==> config.mk <==
export PLATFORM = sky130hd
export DESIGN_NAME = console_regs
export DESIGN_NICKNAME = d
export VERILOG_FILES = /design/src/rtl/console_pkg.sv /design/src/rtl/console_decode.sv /design/src/rtl/console_kbd_chan.sv /design/src/rtl/console_disp_chan.sv /design/src/rtl/console_regs.sv
export SDC_FILE = /design/constraint.sdc
export NUM_CORES = 1
export LEC_CHECK = 0
export BUFFER_PORTS_ARGS = -buffer_cell sky130_fd_sc_hd__buf_2
export CORE_MARGIN = 5
export CORE_UTILIZATION = 37
export CTS_CLUSTER_SIZE = 40
export DETAILED_ROUTE_END_ITERATION = 8
export GPL_TIMING_DRIVEN = 0
export HOLD_SLACK_MARGIN = 0.03
export PLACE_DENSITY = 0.85
export SETUP_SLACK_MARGIN = 0.3
export SLEW_MARGIN = 20
export SYNTH_ARGS = -nofsm -noshare
export SYNTH_HDL_FRONTEND = slang
export SYNTH_HIERARCHICAL = 1
export SYNTH_SLANG_ARGS = --single-unit
==> constraint.sdc <==
create_clock -name clk -period 2.15 [get_ports clk]
set_input_delay 0.3225 -clock clk [delete_from_list [all_inputs] [get_ports clk]]
set_output_delay 0.3225 -clock clk [all_outputs]
set_load 0.05 [all_outputs]
==> src/rtl/console_pkg.sv <==
package console_pkg;

  // Register index within the window: bus address bits 3:2
  typedef enum logic [1:0] {
    REG_KBD_CTRL  = 2'd0,
    REG_KBD_DATA  = 2'd1,
    REG_DISP_CTRL = 2'd2,
    REG_DISP_DATA = 2'd3
  } reg_sel_e;

  localparam int RDY_BIT = 0;
  localparam int IE_BIT  = 1;

  // Decoded bus operation
  typedef struct packed {
    logic     rd;
    logic     wr;
    reg_sel_e sel;
  } bus_op_t;

endpackage

==> src/rtl/console_decode.sv <==
module console_decode
  import console_pkg::*;
#(
  parameter int          ADDR_W    = 32,
  parameter logic [31:0] BASE_ADDR = 32'hFFFF_0000
) (
  input  logic              bus_sel,
  input  logic              bus_we,
  input  logic [ADDR_W-1:0] bus_addr,
  output bus_op_t           op
);
  localparam int WIN_LSB = 4;
  localparam logic [ADDR_W-1:0] BASE_W = BASE_ADDR[ADDR_W-1:0];

  logic hit;

  always_comb begin
    hit    = bus_sel
           && (bus_addr[ADDR_W-1:WIN_LSB] == BASE_W[ADDR_W-1:WIN_LSB])
           && (bus_addr[1:0] == 2'b00);
    op.rd  = hit && !bus_we;
    op.wr  = hit && bus_we;
    op.sel = reg_sel_e'(bus_addr[3:2]);
  end

endmodule

==> src/rtl/console_kbd_chan.sv <==
module console_kbd_chan #(
  parameter int CHAR_W = 8
) (
  input  logic              clk,
  input  logic              rst_n,
  input  logic              kbd_valid,
  input  logic [CHAR_W-1:0] kbd_data,
  input  logic              ctrl_wr,
  input  logic              ie_wval,
  input  logic              data_rd,
  output logic              ready,
  output logic              ie,
  output logic [CHAR_W-1:0] char_q
);
  always_ff @(posedge clk) begin
    if (!rst_n) begin
      ready  <= 1'b0;
      ie     <= 1'b0;
      char_q <= '0;
    end else begin
      if (ctrl_wr) ie <= ie_wval;
      // A byte arriving is newer than the one being read: set wins
      if (kbd_valid) begin
        char_q <= kbd_data;
        ready  <= 1'b1;
      end else if (data_rd) begin
        ready  <= 1'b0;
      end
    end
  end

endmodule

==> src/rtl/console_disp_chan.sv <==
module console_disp_chan #(
  parameter int CHAR_W = 8
) (
  input  logic              clk,
  input  logic              rst_n,
  input  logic              ctrl_wr,
  input  logic              ie_wval,
  input  logic              data_wr,
  input  logic [CHAR_W-1:0] wchar,
  input  logic              disp_done,
  output logic              ready,
  output logic              ie,
  output logic [CHAR_W-1:0] char_q,
  output logic              disp_valid,
  output logic [CHAR_W-1:0] disp_data
);
  always_ff @(posedge clk) begin
    if (!rst_n) begin
      ready      <= 1'b1;
      ie         <= 1'b0;
      char_q     <= '0;
      disp_valid <= 1'b0;
      disp_data  <= '0;
    end else begin
      if (ctrl_wr) ie <= ie_wval;
      disp_valid <= data_wr;
      if (data_wr) begin
        char_q    <= wchar;
        disp_data <= wchar;
        ready     <= 1'b0;
      end else if (disp_done) begin
        ready     <= 1'b1;
      end
    end
  end

endmodule

==> src/rtl/console_regs.sv <==
module console_regs
  import console_pkg::*;
#(
  parameter int          ADDR_W    = 32,
  parameter int          DATA_W    = 32,
  parameter int          CHAR_W    = 8,
  parameter logic [31:0] BASE_ADDR = 32'hFFFF_0000
) (
  input  logic              clk,
  input  logic              rst_n,
  input  logic              bus_sel,
  input  logic              bus_we,
  input  logic [ADDR_W-1:0] bus_addr,
  input  logic [DATA_W-1:0] bus_wdata,
  output logic [DATA_W-1:0] bus_rdata,
  input  logic              kbd_valid,
  input  logic [CHAR_W-1:0] kbd_data,
  output logic              disp_valid,
  output logic [CHAR_W-1:0] disp_data,
  input  logic              disp_done,
  output logic              irq_kbd,
  output logic              irq_disp
);
  bus_op_t op;
  logic kbd_rdy, kbd_ie, disp_rdy, disp_ie;
  logic [CHAR_W-1:0] kbd_char, disp_char;
  logic wdata_spare;

  console_decode #(.ADDR_W(ADDR_W), .BASE_ADDR(BASE_ADDR)) u_decode (
    .bus_sel (bus_sel),
    .bus_we  (bus_we),
    .bus_addr(bus_addr),
    .op      (op)
  );

  console_kbd_chan #(.CHAR_W(CHAR_W)) u_kbd (
    .clk      (clk),
    .rst_n    (rst_n),
    .kbd_valid(kbd_valid),
    .kbd_data (kbd_data),
    .ctrl_wr  (op.wr && op.sel == REG_KBD_CTRL),
    .ie_wval  (bus_wdata[IE_BIT]),
    .data_rd  (op.rd && op.sel == REG_KBD_DATA),
    .ready    (kbd_rdy),
    .ie       (kbd_ie),
    .char_q   (kbd_char)
  );

  console_disp_chan #(.CHAR_W(CHAR_W)) u_disp (
    .clk       (clk),
    .rst_n     (rst_n),
    .ctrl_wr   (op.wr && op.sel == REG_DISP_CTRL),
    .ie_wval   (bus_wdata[IE_BIT]),
    .data_wr   (op.wr && op.sel == REG_DISP_DATA),
    .wchar     (bus_wdata[CHAR_W-1:0]),
    .disp_done (disp_done),
    .ready     (disp_rdy),
    .ie        (disp_ie),
    .char_q    (disp_char),
    .disp_valid(disp_valid),
    .disp_data (disp_data)
  );

  // Store-data bits beyond the byte and the enable are not kept
  assign wdata_spare = ^bus_wdata;

  always_comb begin
    bus_rdata = '0;
    if (op.rd) begin
      unique case (op.sel)
        REG_KBD_CTRL: begin
          bus_rdata[RDY_BIT] = kbd_rdy;
          bus_rdata[IE_BIT]  = kbd_ie;
        end
        REG_KBD_DATA:  bus_rdata[CHAR_W-1:0] = kbd_char;
        REG_DISP_CTRL: begin
          bus_rdata[RDY_BIT] = disp_rdy;
          bus_rdata[IE_BIT]  = disp_ie;
        end
        REG_DISP_DATA: bus_rdata[CHAR_W-1:0] = disp_char;
        default:       bus_rdata = '0;
      endcase
    end
  end

  assign irq_kbd  = kbd_rdy && kbd_ie;
  assign irq_disp = disp_rdy && disp_ie;

endmodule

==> results of run 1 <==
[flip-flops by register name, summed over array words and instances (netlist names)]
register,flops
u_disp/disp_data,8
u_disp/ready,1
u_kbd/char_q,8
u_kbd/ready,1
u_disp/ie,1
u_kbd/ie,1
u_disp/disp_valid,1
[cells by family after synthesis]
group	Yosys count
AND/OR/NAND/NOR	48
buffers and inverters	39
multiplexers	26
flip-flops	21
AO/OA/AOI/OAI	2
other	1
[per-stage QoR]
step,worst slack [ns],hold slack [ns]
2_1_floorplan,0.0989,0.440
3_3_place_gp,-0.148,0.495
3_5_place_dp,-0.145,0.511
4_1_cts,-0.0570,0.253
5_1_grt,-0.130,0.248
6_report,-0.0687,0.260
[final timing paths]
kind                                         to       startpoint  cells past startpoint
worst max register to register      u_kbd/ready      u_kbd/ready                      2
worst min-delay path               u_disp/ready        disp_done                      3
worst max-delay path               bus_rdata[6]      bus_addr[1]                      7
worst min register to register  u_kbd/char_q[7]  u_kbd/char_q[7]                      2
[area by class of cell]
type | count | area, sq um
Clock buffer | 3 | 22.5
Timing Repair Buffer | 73 | 465
Multi-Input combinational cell | 100 | 782
Inverter | 1 | 3.75
Fill cell | 312 | 1370
Buffer | 38 | 287
Sequential cell | 21 | 420
Clock inverter | 1 | 5.00
Tap cell | 46 | 57.6
[cells in the final DEF, fill, tap and decap left out, types with 2 or more instances in the layout]
cell type / Yosys / layout
sky130_fd_sc_hd__nor2_1: 8 / 2
sky130_fd_sc_hd__clkbuf_4: 0 / 3
sky130_fd_sc_hd__buf_8: 0 / 8
sky130_fd_sc_hd__nor4_1: 2 / 2
sky130_fd_sc_hd__and2_4: 0 / 2
sky130_fd_sc_hd__nand4_1: 2 / 2
sky130_fd_sc_hd__buf_2: 1 / 61
sky130_fd_sc_hd__mux4_1: 2 / 2
sky130_fd_sc_hd__conb_1: 1 / 24
sky130_fd_sc_hd__buf_4: 34 / 37
sky130_fd_sc_hd__nor2_4: 0 / 6
sky130_fd_sc_hd__nor2b_1: 19 / 19
sky130_fd_sc_hd__dfxtp_1: 21 / 21
sky130_fd_sc_hd__buf_6: 2 / 4
sky130_fd_sc_hd__mux2i_1: 24 / 24
sky130_fd_sc_hd__and2_1: 4 / 2
[layer usage]
metal | part of all wire (%) | global-route usage [%]
met1 | 36 | 14.3
met2 | 48 | 22.9
met3 | 14 | 6.60
met4 | 1.4 | 5.74
met5 | 0 | 0
[power groups by stage]
stage,Combinational (mW),Clock (mW),Sequential [mW]
6_report,0.234,0.191,0.405
5_1_grt,0.251,0.216,0.406
4_1_cts,0.231,0.200,0.405
3_5_place_dp,0.229,0,0.413
3_3_place_gp,0.226,0,0.413
2_1_floorplan,0.174,0,0.411
[tightest hold or removal path: cells and delay by family]
family / cells / cell delay [ns]
buffers and inverters: 1 / 0.07
and+or+nand+nor: 1 / 0.03
AOI/OAI and AO/OA: 1 / 0.11
[what timing repair did]
item / in CTS / in global routing
setup buffers: 2 / 2
pin swaps: 1 / 0
endpoints found under the setup margin: 15 / 17
resized for setup: 19 / 9
==> reports/summary.md, run 1 <==
### Power and ir drop
* 28.2% — share of power burned in combinational logic
* 0.829 mW — Total Power
* 32.2% — switching power as a share of total power
* 48.8% — register share of total power
* 406 nW/um^2 — total power divided by cell area
* 1.03 nW — leakage power summed over all cells
* 0.335 mV — Worst IR Drop VDD
* 0.267 mW — net load switching power
* 0.562 mW — cell-internal power
* 23.0% — Clk network pwr share

### Routing
* 0 — DR DRC count
* 0 — post-detailed-route count of antenna-violating nets
* 3400 um — overall routed net length
* 12.0 um — DR WL/cell
* 24 — DRT iter0 DRCs
* 1195 — via count
* 3 — DR pass1 iterations
* 4.22 — post-detailed-route via-to-cell ratio

### Yosys
* 23.3% — simple-gate share of the synthesized area
* sky130_fd_sc_hd__dfxtp_1 — library cell with the largest summed area after synthesis
* 31.6% — fraction of post-synthesis cell area in the top cell type by area
* sky130_fd_sc_hd__dfxtp_1 — primary flip-flop cell chosen by synthesis mapping
* 137 — Synth Instances
* sky130_fd_sc_hd__buf_4 — leading cell type by number of instances after synthesis
* 21 — synthesized flop and latch total
* 0% — adder-cell share of the synthesized area
* 1330 sq um — cell area after technology mapping
* simple AND/OR/NAND/NOR gates — largest family of logic cells by synthesized area
* 34 x sky130_fd_sc_hd__buf_4, 24 x sky130_fd_sc_hd__mux2i_1, 21 x sky130_fd_sc_hd__dfxtp_1, 19 x sky130_fd_sc_hd__nor2b_1, 8 x sky130_fd_sc_hd__nor2_1 — Post-synth top cells
* 22.0% — multiplexer share of the synthesized area
* 0% — parity-gate share of the synthesized area counting xor and xnor cells
* 28 — Netlist cell types
* 0.942% — fraction of the mapped netlist area in compound gates
* 0 — number of synthesized flops with an enable pin
* 0% — fraction of registers with async set/reset
* 31.6% — share of synthesized area occupied by flip-flops and latches
* 6 — number of warnings issued by yosys
* sky130_fd_sc_hd__dfxtp_1 32%, sky130_fd_sc_hd__buf_4 19%, sky130_fd_sc_hd__mux2i_1 18%, sky130_fd_sc_hd__nor2b_1 8.9%, sky130_fd_sc_hd__mux4_1 4.0% — cells taking the most area after synthesis
* 9.70 sq um — synthesized area divided by synthesized cell count

### STA
* 0 ns — Max Clock Skew
* -0.0687 ns — final setup slack of the worst path
* 8 — final setup violating endpoints
* 103% — final critical-path share of the clock period
* 2.22 ns — post-route minimum period
* 0 — number of hold-slack violations in the final timing report
* 0.451 GHz — highest clock rate
* yes — RSZ-0062 raised after global routing
* -0.354 ns — Total Neg Setup Slack
* 0 — Slew Viols, Final

### Die
* 4890 sq um — Die Footprint
* 3420 sq um — Core Region
* 21 — standard-cell row count
* 121 — io pins
* 69.9 um — die span in x
* 38.9% — initial core utilization
* 69.9 um — height of the die

### Placement
* 69 — port bufs
* 2680 um — placed wire-length estimate after detailed placement
* 275 — placed cell count
* 1890 sq um — total cell area at the placement stage
* 0.718 — RD Place Congestion

### Clock network
* 0.31 ns — clock latency on the worst-skew pair
* 21 — Num Clock Sinks
* 2 — CTS max path bufs
* 0.12 ns — clock-pin slew reported for the worst setup and hold paths after clock tree synthesis
* 0 — cts-stage hold buffer count
* 1 — number of levels the H-tree was split into
* sky130_fd_sc_hd__clkbuf_4 — buffer type at the clock tree root
* 3 — number of buffers inserted during clock tree synthesis
* yes — clock tree from TritonCTS

### Final layout
* 283 — number of standard cells in the layout, taps in and fillers out
* 59.8% — final core utilization
* 2040 sq um — finished layout cell area
* 54.9% — proportion of layout cells with a drive suffix above 1
* 316 — post-layout net count
* 0 — antenna fix cells
* 53.8% — synth-to-layout area growth

### Global routing
* 0 — number of antenna violations at the first check in global routing
* 1202 — number of global-route vias before repair
* 5400 um — global-route wire length before repair
* 13 — maximum number of pins on one net before global-route repair
* 13.5% — global-route total usage across every layer
* 0 — overall overflow remaining after global route

### Setup path
* 1.83 ns — Required @ worst endpoint
* 1.44 ns — flop-to-flop setup slack
* 1.90 ns — Crit path arrival time
* in2out — Worst Path Class, Setup
* output port — crit path capture type
* primary input — startpoint type of the worst setup path
* 7 — largest fanout of any net on the critical path
* 2 — number of buffer and inverter stages on the critical path
* buf_6 -> or3b_1 -> or4_4 -> nor3_4 -> nand2_4 -> nor2_4 -> buf_8 — ordered list of cells on the worst path
* sky130_fd_sc_hd__or4_4 — cell with the largest stage delay on the worst path
* 0.45 ns — largest stage delay on the critical path
* simple AND/OR/NAND/NOR gates — family with the most delay on the worst path

### Hold path
* in2reg — HP Class

### Job
* 0 — max-cap viol count

### Status
* finished with violations — status
* negative setup slack — failing checks

Power figures use the tool's default switching activity.
==> inputs of run 2 (changes only) <==
CORE_UTILIZATION = 38   (was 37)
CTS_BUF_LIST = sky130_fd_sc_hd__clkbuf_8   (was not set)
PLACE_DENSITY = 0.87   (was 0.85)
==> reports/summary.md, run 2 (synthesis results as in run 1) <==
### Status
* finished with violations — status
* negative setup slack — failing checks

### Die
* 21 — standard-cell row count
* 3360 sq um — Core Region
* 39.5% — initial core utilization
* 4780 sq um — Die Footprint
* 69.1 um — height of the die
* 69.1 um — die span in x
* 121 — io pins

### Global routing
* 0 — overall overflow remaining after global route
* 14.0% — global-route total usage across every layer
* 0 — number of antenna violations at the first check in global routing
* 1240 — number of global-route vias before repair
* 5590 um — global-route wire length before repair
* 13 — maximum number of pins on one net before global-route repair

### Setup path
* output port — crit path capture type
* 1.42 ns — flop-to-flop setup slack
* primary input — startpoint type of the worst setup path
* 7 — largest fanout of any net on the critical path
* 1.88 ns — Crit path arrival time
* 1.83 ns — Required @ worst endpoint
* in2out — Worst Path Class, Setup

### Final layout
* 314 — post-layout net count
* 54.9% — proportion of layout cells with a drive suffix above 1
* 281 — number of standard cells in the layout, taps in and fillers out
* sky130_fd_sc_hd__buf_2 — most common library cell in the layout ignoring fill and taps
* 0 — antenna fix cells
* 61 x sky130_fd_sc_hd__buf_2, 35 x sky130_fd_sc_hd__buf_4, 24 x sky130_fd_sc_hd__mux2i_1, 24 x sky130_fd_sc_hd__conb_1, 21 x sky130_fd_sc_hd__dfxtp_1 — most frequent cells in the layout
* 61.6% — final core utilization
* 55.9% — synth-to-layout area growth
* 298 — Filler cells
* u_disp/disp_data x8, u_kbd/char_q x8 — Regs by FF count

### Job
* 0 — max-cap viol count

### Placement
* 69 — port bufs
* 275 — placed cell count
* 2720 um — placed wire-length estimate after detailed placement
* 0.844 — RD Place Congestion

### STA
* 0.454 GHz — highest clock rate
* 0 ns — Max Clock Skew
* 0 — Slew Viols, Final
* 0 — number of hold-slack violations in the final timing report
* yes — RSZ-0062 raised after global routing
* 0.321 ns — smallest hold slack
* 102% — final critical-path share of the clock period
* -0.0522 ns — final setup slack of the worst path
* 6 — final setup violating endpoints
* 2.20 ns — post-route minimum period
* -0.244 ns — Total Neg Setup Slack

### Routing
* 0 — post-detailed-route count of antenna-violating nets
* 1204 — via count
* 4.28 — post-detailed-route via-to-cell ratio
* 3510 um — overall routed net length
* 22 — DRT iter0 DRCs
* 12.5 um — DR WL/cell
* 3 — DR pass1 iterations
* 0 — DR DRC count

### Power and ir drop
* 0.379 mV — Worst IR Drop VDD
* 1.04 nW — leakage power summed over all cells
* 430 nW/um^2 — total power divided by cell area
* 0.891 mW — Total Power

### Hold path
* in2reg — HP Class

### Clock network
* 1 — number of levels the H-tree was split into
* yes — clock tree from TritonCTS
* 3 — number of buffers inserted during clock tree synthesis
* 0.07 ns — clock-pin slew reported for the worst setup and hold paths after clock tree synthesis
* 0.25 ns — clock latency on the worst-skew pair
* 2 — CTS max path bufs
* 21 — Num Clock Sinks
* 0 — cts-stage hold buffer count
* sky130_fd_sc_hd__clkbuf_8 — buffer type at the clock tree root

[run 2: cell count changes in the layout (fill, tap and decap cells not counted)]
cell and change:
sky130_fd_sc_hd__and2_4 -2, sky130_fd_sc_hd__nor3b_4 +1, sky130_fd_sc_hd__and3_2 -1, sky130_fd_sc_hd__nor3_4 +1, sky130_fd_sc_hd__clkbuf_8 +3, sky130_fd_sc_hd__buf_6 +1, sky130_fd_sc_hd__and3_4 +1, sky130_fd_sc_hd__buf_4 -2
sky130_fd_sc_hd__buf_8 -2, sky130_fd_sc_hd__and2_2 +2, sky130_fd_sc_hd__nor3_1 -1, sky130_fd_sc_hd__clkbuf_4 -3, sky130_fd_sc_hd__clkbuf_16 +1, sky130_fd_sc_hd__nor3b_2 -1
[run 2: path summary, 6_finish.rpt]
path / from / to / cells after the start
worst max register to register: u_kbd/ready / u_kbd/ready / 2
worst min-delay path: bus_wdata[3] / u_disp/disp_data[3] / 3
worst min register to register: u_kbd/char_q[4] / u_kbd/char_q[4] / 2
worst max-delay path: bus_addr[1] / bus_rdata[7] / 7
[run 2: worst max-delay path, cell delays in order]
cell and delay, ns:
sky130_fd_sc_hd__buf_6 0.09, sky130_fd_sc_hd__or3b_1 0.36, sky130_fd_sc_hd__or4_4 0.44, sky130_fd_sc_hd__nor3_4 0.20
sky130_fd_sc_hd__nand2_4 0.18, sky130_fd_sc_hd__nor2_4 0.14, sky130_fd_sc_hd__buf_8 0.15
[run 2: report_power, final]
group | switching, mW | leakage, nW | total, mW | internal, mW
sequential | 0.00568 | 0.171 | 0.405 | 0.399
clock | 0.122 | 0.0255 | 0.251 | 0.129
combinational | 0.142 | 0.846 | 0.236 | 0.0936
[run 2: layout make-up]
cell class                 instances  area [sq um]  share of cell area, %
sequential                        21           420                   20.3
tap                               46          57.6                   2.78
timing repair buffer              71           453                   21.9
buffer                            38           290                   14.0
clock buffer                       3          41.3                   1.99
multi-input combinational        100           801                   38.6
clock inverter                     1          5.00                  0.242
inverter                           1          3.75                  0.181
[run 2: per-layer routing]
metal  vias to the layer above  track usage [%]  share of wire (%)
met3                         0             6.40                 11
met2                        60             25.8                 52
li1                        604                -                  -
met1                       540             14.1                 37
met4                         0             3.69                  0
met5                         -                0                  0
[run 2: per-stage QoR]
step / area [sq um] / setup WS (ns)
6_report: 2070 / -0.0522
5_1_grt: 2070 / -0.102
4_1_cts: 2000 / -0.0584
3_5_place_dp: 1890 / -0.134
3_3_place_gp: 1890 / -0.140
2_1_floorplan: 1490 / 0.0989
[run 2: timing repair]
item	CTS	global route
gates cloned	0	1
endpoints found under the setup margin	16	18
pin swaps	1	4
resized for setup	17	10
setup buffers	0	1
==> inputs of run 3 (changes only) <==
CORE_UTILIZATION = 35   (was 38)
PLACE_DENSITY = 0.84   (was 0.87)
clock period = 1.9 ns   (was 2.15 ns; I/O delays follow)
==> reports/summary.md, run 3 (synthesis results as in run 1) <==
### Setup path
* sky130_fd_sc_hd__buf_6 — most numerous cell on the critical path
* sky130_fd_sc_hd__or4_4 — cell with the largest stage delay on the worst path
* simple AND/OR/NAND/NOR gates — family with the most delay on the worst path
* output port — crit path capture type
* buf_6 -> or3b_1 -> or4_4 -> nor3_4 -> nand2_4 -> nor2_4 -> buf_6 — ordered list of cells on the worst path
* 2 — number of buffer and inverter stages on the critical path
* 1.62 ns — Required @ worst endpoint
* 7 — largest fanout of any net on the critical path
* 1.85 ns — Crit path arrival time
* 0.44 ns — largest stage delay on the critical path
* in2out — Worst Path Class, Setup
* primary input — startpoint type of the worst setup path

### Placement
* 2780 um — placed wire-length estimate after detailed placement
* 69 — port bufs
* 0.720 — RD Place Congestion

### Routing
* 0 — DR DRC count
* 0 — post-detailed-route count of antenna-violating nets
* 29 — DRT iter0 DRCs
* 1180 — via count
* 4.18 — post-detailed-route via-to-cell ratio
* 3420 um — overall routed net length
* 4 — DR pass1 iterations
* 12.1 um — DR WL/cell

### Clock network
* yes — clock tree from TritonCTS
* 0.26 ns — clock latency on the worst-skew pair
* 21 — Num Clock Sinks
* 2 — CTS max path bufs
* 3 — number of buffers inserted during clock tree synthesis
* 0 — cts-stage hold buffer count
* sky130_fd_sc_hd__clkbuf_8 — buffer type at the clock tree root
* 1 — number of levels the H-tree was split into
* 0.07 ns — clock-pin slew reported for the worst setup and hold paths after clock tree synthesis

### Final layout
* sky130_fd_sc_hd__buf_2 — most common library cell in the layout ignoring fill and taps
* 52.3% — synth-to-layout area growth
* 348 — Filler cells
* 61 x sky130_fd_sc_hd__buf_2, 35 x sky130_fd_sc_hd__buf_4, 24 x sky130_fd_sc_hd__mux2i_1, 24 x sky130_fd_sc_hd__conb_1, 21 x sky130_fd_sc_hd__dfxtp_1 — most frequent cells in the layout
* 54.7% — proportion of layout cells with a drive suffix above 1
* 313 — post-layout net count
* u_disp/disp_data x8, u_kbd/char_q x8 — Regs by FF count
* 55.3% — final core utilization
* 0 — antenna fix cells

### Global routing
* 5450 um — global-route wire length before repair
* 13.4% — global-route total usage across every layer
* 0 — overall overflow remaining after global route
* 1260 — number of global-route vias before repair
* 13 — maximum number of pins on one net before global-route repair
* 0 — number of antenna violations at the first check in global routing

### STA
* yes — RSZ-0062 raised after global routing
* -1.53 ns — Total Neg Setup Slack
* 0 — Slew Viols, Final
* 0.469 GHz — highest clock rate
* 0 — number of hold-slack violations in the final timing report
* 112% — final critical-path share of the clock period
* -0.232 ns — final setup slack of the worst path
* 9 — final setup violating endpoints
* 2.13 ns — post-route minimum period
* 0 ns — Max Clock Skew

### Power and ir drop
* 1.02 nW — leakage power summed over all cells
* 502 nW/um^2 — total power divided by cell area
* 30.7% — switching power as a share of total power
* 0.704 mW — cell-internal power
* 0.458 mV — Worst IR Drop VDD
* 0.312 mW — net load switching power
* 28.8% — Clk network pwr share
* 26.2% — share of power burned in combinational logic
* 45.1% — register share of total power

### Hold path
* in2reg — HP Class

### Die
* 71.6 um — height of the die
* 3660 sq um — Core Region
* 5130 sq um — Die Footprint
* 36.3% — initial core utilization
* 71.6 um — die span in x
* 121 — io pins
* 22 — standard-cell row count

### Status
* negative setup slack — failing checks
* finished with violations — status

### Job
* 0 — max-cap viol count

## run 3: changes by cell type in the layout (fill, tap and decap cells not counted), sizes merged
cell | before | now
clkbuf | 5 | 4
## run 3: worst paths after layout
check / end / startpoint / cells past startpoint / slack, ns
worst min-delay path: u_disp/disp_data[2] / bus_wdata[2] / 3 / 0.28
worst min register to register: u_kbd/char_q[3] / u_kbd/char_q[3] / 2 / 0.53
worst max-delay path: bus_rdata[4] / bus_addr[1] / 7 / -0.23
worst max register to register: u_kbd/ready / u_kbd/ready / 2 / 1.19
## run 3: stage by stage
stage / area, sq um / instances / hold slack (ns) / worst slack [ns] / power (mW)
3_3_place_gp: 1900 / 277 / 0.494 / -0.335 / 0.724
5_1_grt: 2020 / 282 / 0.292 / -0.326 / 1.05
4_1_cts: 2000 / 281 / 0.277 / -0.258 / 1.02
6_report: 2020 / 282 / 0.276 / -0.232 / 1.02
2_1_floorplan: 1490 / 160 / 0.403 / -0.0761 / 0.662
3_5_place_dp: 1900 / 277 / 0.507 / -0.328 / 0.728
## run 3: final cells by class
cell class / instances / area [sq um] / area share, %
Inverter: 1 / 3.75 / 0.186
Clock buffer: 3 / 41.3 / 2.04
Buffer: 38 / 287 / 14.2
Clock inverter: 1 / 5.00 / 0.247
Sequential cell: 21 / 420 / 20.8
Multi-Input combinational cell: 100 / 782 / 38.7
Timing Repair Buffer: 70 / 424 / 21.0
Tap cell: 48 / 60.1 / 2.97
## run 3: power groups by stage
| stage | registers, mW | logic, mW | clock network, mW |
|---|---|---|---|
| after CTS | 0.457 | 0.263 | 0.297 |
| after detailed placement | 0.467 | 0.261 | 0 |
| after floorplan | 0.466 | 0.197 | 0 |
| final | 0.457 | 0.266 | 0.292 |
| after global routing | 0.458 | 0.284 | 0.310 |
| after global placement | 0.467 | 0.257 | 0 |
## run 3: tightest hold or removal path, stage by stage
cell and delay [ns]:
sky130_fd_sc_hd__buf_2 0.07, sky130_fd_sc_hd__mux2i_1 0.05, sky130_fd_sc_hd__nor2b_1 0.09
## run 3: metal layers
layer,up-vias,track usage (%),routed length (um)
met4,0,4.38,39
met3,3,3.79,431
met5,-,0,0
met1,510,13.7,1220
li1,601,-,-
met2,66,25.7,1730
## run 3: repair_timing
action | in CTS | in global routing
endpoints found under the setup margin | 21 | 21
pin swaps | 3 | 1
gates resized for setup | 18 | 4
setup buffers | 0 | 1
